File: src/rtl/tlb_xlate.sv
module tlb_xlate #(
  parameter int VA_W     = 16,
  parameter int OFF_W    = 12,
  parameter int PPN_W    = 8,
  parameter int TLB_N    = 4,
  parameter int MISS_LAT = 3
) (
  input  logic                   clk,
  input  logic                   rst_n,
  input  logic                   cfg_we,
  input  logic                   cfg_tlb,
  input  logic [VA_W-OFF_W-1:0]  cfg_idx,
  input  logic                   cfg_vld,
  input  logic [VA_W-OFF_W-1:0]  cfg_vpn,
  input  logic [PPN_W-1:0]       cfg_ppn,
  input  logic                   cfg_done,
  input  logic                   req_valid,
  output logic                   req_ready,
  input  logic [VA_W-1:0]        req_va,
  output logic                   rsp_valid,
  output logic [PPN_W+OFF_W-1:0] rsp_pa,
  output logic [1:0]             rsp_code
);
  localparam int VPN_W = VA_W - OFF_W;
  localparam int PT_N  = 1 << VPN_W;
  localparam int TI_W  = $clog2(TLB_N);
  localparam int CNT_W = $clog2(MISS_LAT + 1);
  localparam logic [1:0] C_TLB = 2'd0;
  localparam logic [1:0] C_PT  = 2'd1;
  localparam logic [1:0] C_FLT = 2'd2;

  logic [TLB_N-1:0] t_v;
  logic [VPN_W-1:0] t_tag [TLB_N];
  logic [PPN_W-1:0] t_ppn [TLB_N];
  logic [TI_W-1:0]  t_age [TLB_N];
  logic [PT_N-1:0]  p_v;
  logic [PPN_W-1:0] p_ppn [PT_N];

  logic             busy;
  logic [CNT_W-1:0] cnt;
  logic [VPN_W-1:0] h_vpn;
  logic [OFF_W-1:0] h_off;
  logic [PPN_W-1:0] next_ppn;

  logic [VPN_W-1:0] req_vpn;
  logic             accept, resolve, pt_hit;
  logic             hit_any, touch_en;
  logic [TI_W-1:0]  hit_idx, victim, touch_idx, touch_age;
  logic [PPN_W-1:0] fill_ppn, cfg_max;
  logic             cfg_any;

  assign req_vpn   = req_va[VA_W-1:OFF_W];
  assign req_ready = !busy && !cfg_we;
  assign accept    = req_valid && req_ready;
  assign resolve   = busy && (cnt == CNT_W'(1));
  assign pt_hit    = p_v[h_vpn];
  assign fill_ppn  = pt_hit ? p_ppn[h_vpn] : next_ppn;
  assign touch_en  = resolve || (accept && hit_any);
  assign touch_idx = resolve ? victim : hit_idx;
  assign touch_age = t_age[touch_idx];

  always_comb begin
    hit_any = 1'b0;
    hit_idx = '0;
    for (int i = 0; i < TLB_N; i++)
      if (t_v[i] && t_tag[i] == req_vpn) begin
        hit_any = 1'b1;
        hit_idx = TI_W'(i);
      end
  end

  always_comb begin
    victim = '0;
    for (int i = 0; i < TLB_N; i++)
      if (t_age[i] == TI_W'(TLB_N - 1)) victim = TI_W'(i);
    for (int i = TLB_N - 1; i >= 0; i--)
      if (!t_v[i]) victim = TI_W'(i);
  end

  always_comb begin
    cfg_any = 1'b0;
    cfg_max = '0;
    for (int i = 0; i < PT_N; i++)
      if (p_v[i] && p_ppn[i] >= cfg_max) begin
        cfg_any = 1'b1;
        cfg_max = p_ppn[i];
      end
    for (int i = 0; i < TLB_N; i++)
      if (t_v[i] && t_ppn[i] >= cfg_max) begin
        cfg_any = 1'b1;
        cfg_max = t_ppn[i];
      end
  end

  always_ff @(posedge clk) begin
    if (!rst_n) begin
      t_v       <= '0;
      p_v       <= '0;
      busy      <= 1'b0;
      cnt       <= '0;
      h_vpn     <= '0;
      h_off     <= '0;
      next_ppn  <= '0;
      rsp_valid <= 1'b0;
      rsp_pa    <= '0;
      rsp_code  <= C_TLB;
      for (int i = 0; i < TLB_N; i++) begin
        t_tag[i] <= '0;
        t_ppn[i] <= '0;
        t_age[i] <= TI_W'(i);
      end
      for (int i = 0; i < PT_N; i++) p_ppn[i] <= '0;
    end else begin
      rsp_valid <= 1'b0;

      if (cfg_we) begin
        if (cfg_tlb) begin
          t_v[cfg_idx[TI_W-1:0]]   <= cfg_vld;
          t_tag[cfg_idx[TI_W-1:0]] <= cfg_vpn;
          t_ppn[cfg_idx[TI_W-1:0]] <= cfg_ppn;
        end else begin
          p_v[cfg_idx]   <= cfg_vld;
          p_ppn[cfg_idx] <= cfg_ppn;
        end
      end

      if (cfg_done) next_ppn <= cfg_any ? cfg_max + 1'b1 : '0;

      if (accept) begin
        if (hit_any) begin
          rsp_valid <= 1'b1;
          rsp_pa    <= {t_ppn[hit_idx], req_va[OFF_W-1:0]};
          rsp_code  <= C_TLB;
        end else begin
          busy  <= 1'b1;
          cnt   <= CNT_W'(MISS_LAT);
          h_vpn <= req_vpn;
          h_off <= req_va[OFF_W-1:0];
        end
      end

      if (busy) begin
        if (resolve) begin
          busy           <= 1'b0;
          rsp_valid      <= 1'b1;
          rsp_pa         <= {fill_ppn, h_off};
          rsp_code       <= pt_hit ? C_PT : C_FLT;
          t_v[victim]    <= 1'b1;
          t_tag[victim]  <= h_vpn;
          t_ppn[victim]  <= fill_ppn;
          if (!pt_hit) begin
            p_v[h_vpn]   <= 1'b1;
            p_ppn[h_vpn] <= next_ppn;
            next_ppn     <= next_ppn + 1'b1;
          end
        end else begin
          cnt <= cnt - 1'b1;
        end
      end

      if (touch_en)
        for (int i = 0; i < TLB_N; i++)
          if (TI_W'(i) == touch_idx) t_age[i] <= '0;
          else if (t_age[i] < touch_age) t_age[i] <= t_age[i] + 1'b1;
    end
  end
endmodule

File: config.mk
export PLATFORM = sky130hd
export DESIGN_NAME = tlb_xlate
export DESIGN_NICKNAME = d
export VERILOG_FILES = /design/src/rtl/tlb_xlate.sv
export SDC_FILE = /design/constraint.sdc
export NUM_CORES = 1
export LEC_CHECK = 0
export BUFFER_PORTS_ARGS = -buffer_cell sky130_fd_sc_hd__buf_2
export CAP_MARGIN = 20
export CORE_ASPECT_RATIO = 0.8
export CORE_UTILIZATION = 45
export CTS_BUF_LIST = sky130_fd_sc_hd__clkbuf_8
export DETAILED_ROUTE_END_ITERATION = 10
export SLEW_MARGIN = 30
export SYNTH_ARGS = -nofsm -noshare
export SYNTH_HDL_FRONTEND = slang
export SYNTH_SLANG_ARGS = --single-unit
File: constraint.sdc
create_clock -name clk -period 45.1 [get_ports clk]
set_clock_uncertainty 0.1 [all_clocks]
set_input_delay 6.765 -clock clk [delete_from_list [all_inputs] [get_ports clk]]
set_output_delay 6.765 -clock clk [all_outputs]
set_load 0.02 [all_outputs]
==> run_results.csv <==
group,metric,value,unit
run_status,status,"complete, no violations",
hold_path,hold_class,"register to register",
pwr,leakage,8.529,nW
worst_setup_path,worst_setup_path_end_kind,"register",
clocking,clockRootBuffer,"clkbuf_8",
worst_setup_path,crit_required,45.44,ns
synth,synth-edff-count,184,
synth,synth_cells,2145,
timing,slew_viol_final,0,
grt,grt_pass1_vias,16690,
worst_setup_path,critPathMaxFanout,21,
placed_design,gp_congestion,0.9186,
timing,setup_viol,0,
final_layout,area_delta_synth_final,7.834,%
floorplan,die_height,190.7,microns
drt,drc_errors,0,
synth,yosys_register_bits,258,
synth,yosys_warnings,0,
drt,wl,66600,microns
worst_setup_path,worstSetupStartpointType,"register",
worst_setup_path,worstSetupPathType,"register to register",
floorplan,row_count,68,
timing,period_needed,41.13,ns
grt,track_usage,29.03,%
synth,ys_seq_area_share,34.98,%
timing,setup_tns,0,ns
timing,clock.fmax,24.31,MHz
synth,async_flop_share,0,%
clocking,cts_tree,"done",
synth,ys_types,106,
grt,grt_max_degree,59,
clocking,clock_latency,0.56,ns
drt,dr_total_vias,17670,
worst_setup_path,cpMostUsedCell,"ha_1",
drt,ant_nets,0,
synth,netlist_area,0.02003,sq mm
placed_design,hpwl,49690,microns
pwr,powerDensity,26.81,mW/mm^2
floorplan,die-area,0.04536,sq mm
floorplan,fp.dieW,237.9,microns
timing,relSlewSlack,37.21,%
pwr,ir_drop,21.68,uV
worst_setup_path,slowest_delay,0.66,ns
final_layout,nets,2323,
synth,ys.flop_type,"edfxtp_1",
job,maxCapViolCount,0,
floorplan,start_util,46.07,%
grt,grt_pass1_wl,100600,microns
clocking,cts_max_level,2,
clocking,cts_hold_buf,0,
final_layout,final_common_cell,"edfxtp_1",
worst_setup_path,arrival,41.47,ns
timing,rsz0062_at_grt,"no",
clocking,clock_path_buffers,3,
synth,yosysTopAreaCell,"edfxtp_1",
floorplan,pin_count,63,
final_layout,diodes,0,
timing,tightest_slew,0.9384,ns
synth,syn_avg_cell_area,9.337,sq um
drt,avgRoutedWirePerCell,23.92,microns
timing,hold_viol,0,
clocking,cts_inserted_buffers,43,
placed_design,numPortBuffers,62,
grt,overflow,0,
synth,synth_top_area_share,27.59,%
drt,first_iter_violations,1759,
clocking,clk_pin_slew,0.06,ns
floorplan,fp.coreArea,0.04348,sq mm
clocking,cts_num_sinks,258,
drt,routed_via_density,6.346,
drt,first_pass_iters,5,
synth,synth_nets,2312,
timing,min_period_over_period,91.20,%
worst_setup_path,cp_slowest_cell,"a21oi_1",
final_layout,layout_common_cells,"edfxtp_1 (184), nor2_1 (177), nand2_1 (169), o21ai_0 (145)",
timing,whs,0.3569,ns
final_layout,postLayoutCoreUtil,49.67,%
final_layout,drive_gt1_share,12.47,%
grt,antenna_found_initial,0,
synth,synthTopCellsByArea,"edfxtp_1 (28%), ha_1 (8.0%), dfxtp_1 (7.4%)",
==> routing by layer <==
layer / up-vias / wire length (microns) / share of wire (%) / track usage (%)
met1: 8644 / 31130 / 47 / 43.35
met5: - / 0 / 0 / 0
li1: 8177 / - / - / -
met4: 0 / 1046 / 1.6 / 6.179
met2: 762 / 27620 / 41 / 42.21
met3: 84 / 6803 / 10 / 6.775
==> area by class of cell <==
type / count / area (sq um)
clock buffers: 46 / 633.1
clock inverters: 32 / 180.2
fillers: 4107 / 21880
inverters: 115 / 431.7
multi-input cells: 1656 / 12140
flip-flops and latches: 258 / 7008
well taps: 595 / 744.5
repair buffers: 82 / 462.9
==> critical path: cells and delay by family (launching register included) <==
kind / cells / cell delay, ns
adders and majority gates: 23 / 6.89
DFF: 1 / 0.55
muxes: 7 / 2.47
and+or+nand+nor: 64 / 12.59
AOI/OAI and AO/OA: 77 / 17.07
buffers and inverters: 11 / 1.24
==> per-stage QoR <==
step | total power, W | instances | cell area [sq um] | setup slack [ns]
2_1_floorplan | 0.0003438 | 2145 | 20030 | 9.775
3_3_place_gp | 0.0003781 | 2705 | 20770 | 5.568
3_5_place_dp | 0.0003792 | 2705 | 20770 | 4.231
4_1_cts | 0.0005792 | 2783 | 21580 | 4.017
5_1_grt | 0.0006013 | 2784 | 21600 | 0.04670
6_report | 0.0005790 | 2784 | 21600 | 3.968
==> flip-flops by register name (all words and copies together) (netlist names), named ones only <==
name,count
busy,1
rsp_code,2
h_off,12
p_v,16
h_vpn,4
cnt,2
t_tag,16
t_age,8
rsp_pa,20
t_ppn,32
p_ppn,128
t_v,4
rsp_valid,1
next_ppn,8
==> path summary, 6_finish.rpt <==
check	startpoint	to	slack, ns	cells after the start
max	p_v[0]	next_ppn[4]	3.97	182
min	rsp_code[0]	rsp_code[0]	0.36	2
max reg2reg	p_v[0]	next_ppn[4]	3.97	182
min reg2reg	rsp_code[0]	rsp_code[0]	0.36	2
==> cell usage after synthesis (all sizes together) (38+ instances only) <==
master,instances
edfxtp,184
nor2,178
nand2,169
o21ai,159
a22o,130
ha,128
a21oi,118
inv,114
clkbuf,94
nand3,76
dfxtp,74
mux2i,61
nor2b,51
nand2b,50
mux4,46
mux2,45
and3,40
a21o,38
==> power breakdown <==
group | internal (W) | switching (W)
combinational | 0.0000361 | 0.0000592
sequential | 0.000266 | 0.0000162
clock | 0.000105 | 0.0000963
==> cells by family after synthesis <==
group	synth area share, %
AOI/OAI and AO/OA	23.27
DFF	34.98
buffers and inverters	4.517
and+or+nand+nor	16.99
muxes	10.81
xor gates and xnor gates	0.8746
adders and majority gates	8.553
==> repair_timing <==
action,CTS,global route
setup buffers,0,0
endpoints found under the setup margin,0,1
resized for setup,0,1
No activity file was read; power rests on OpenSTA's default activity.
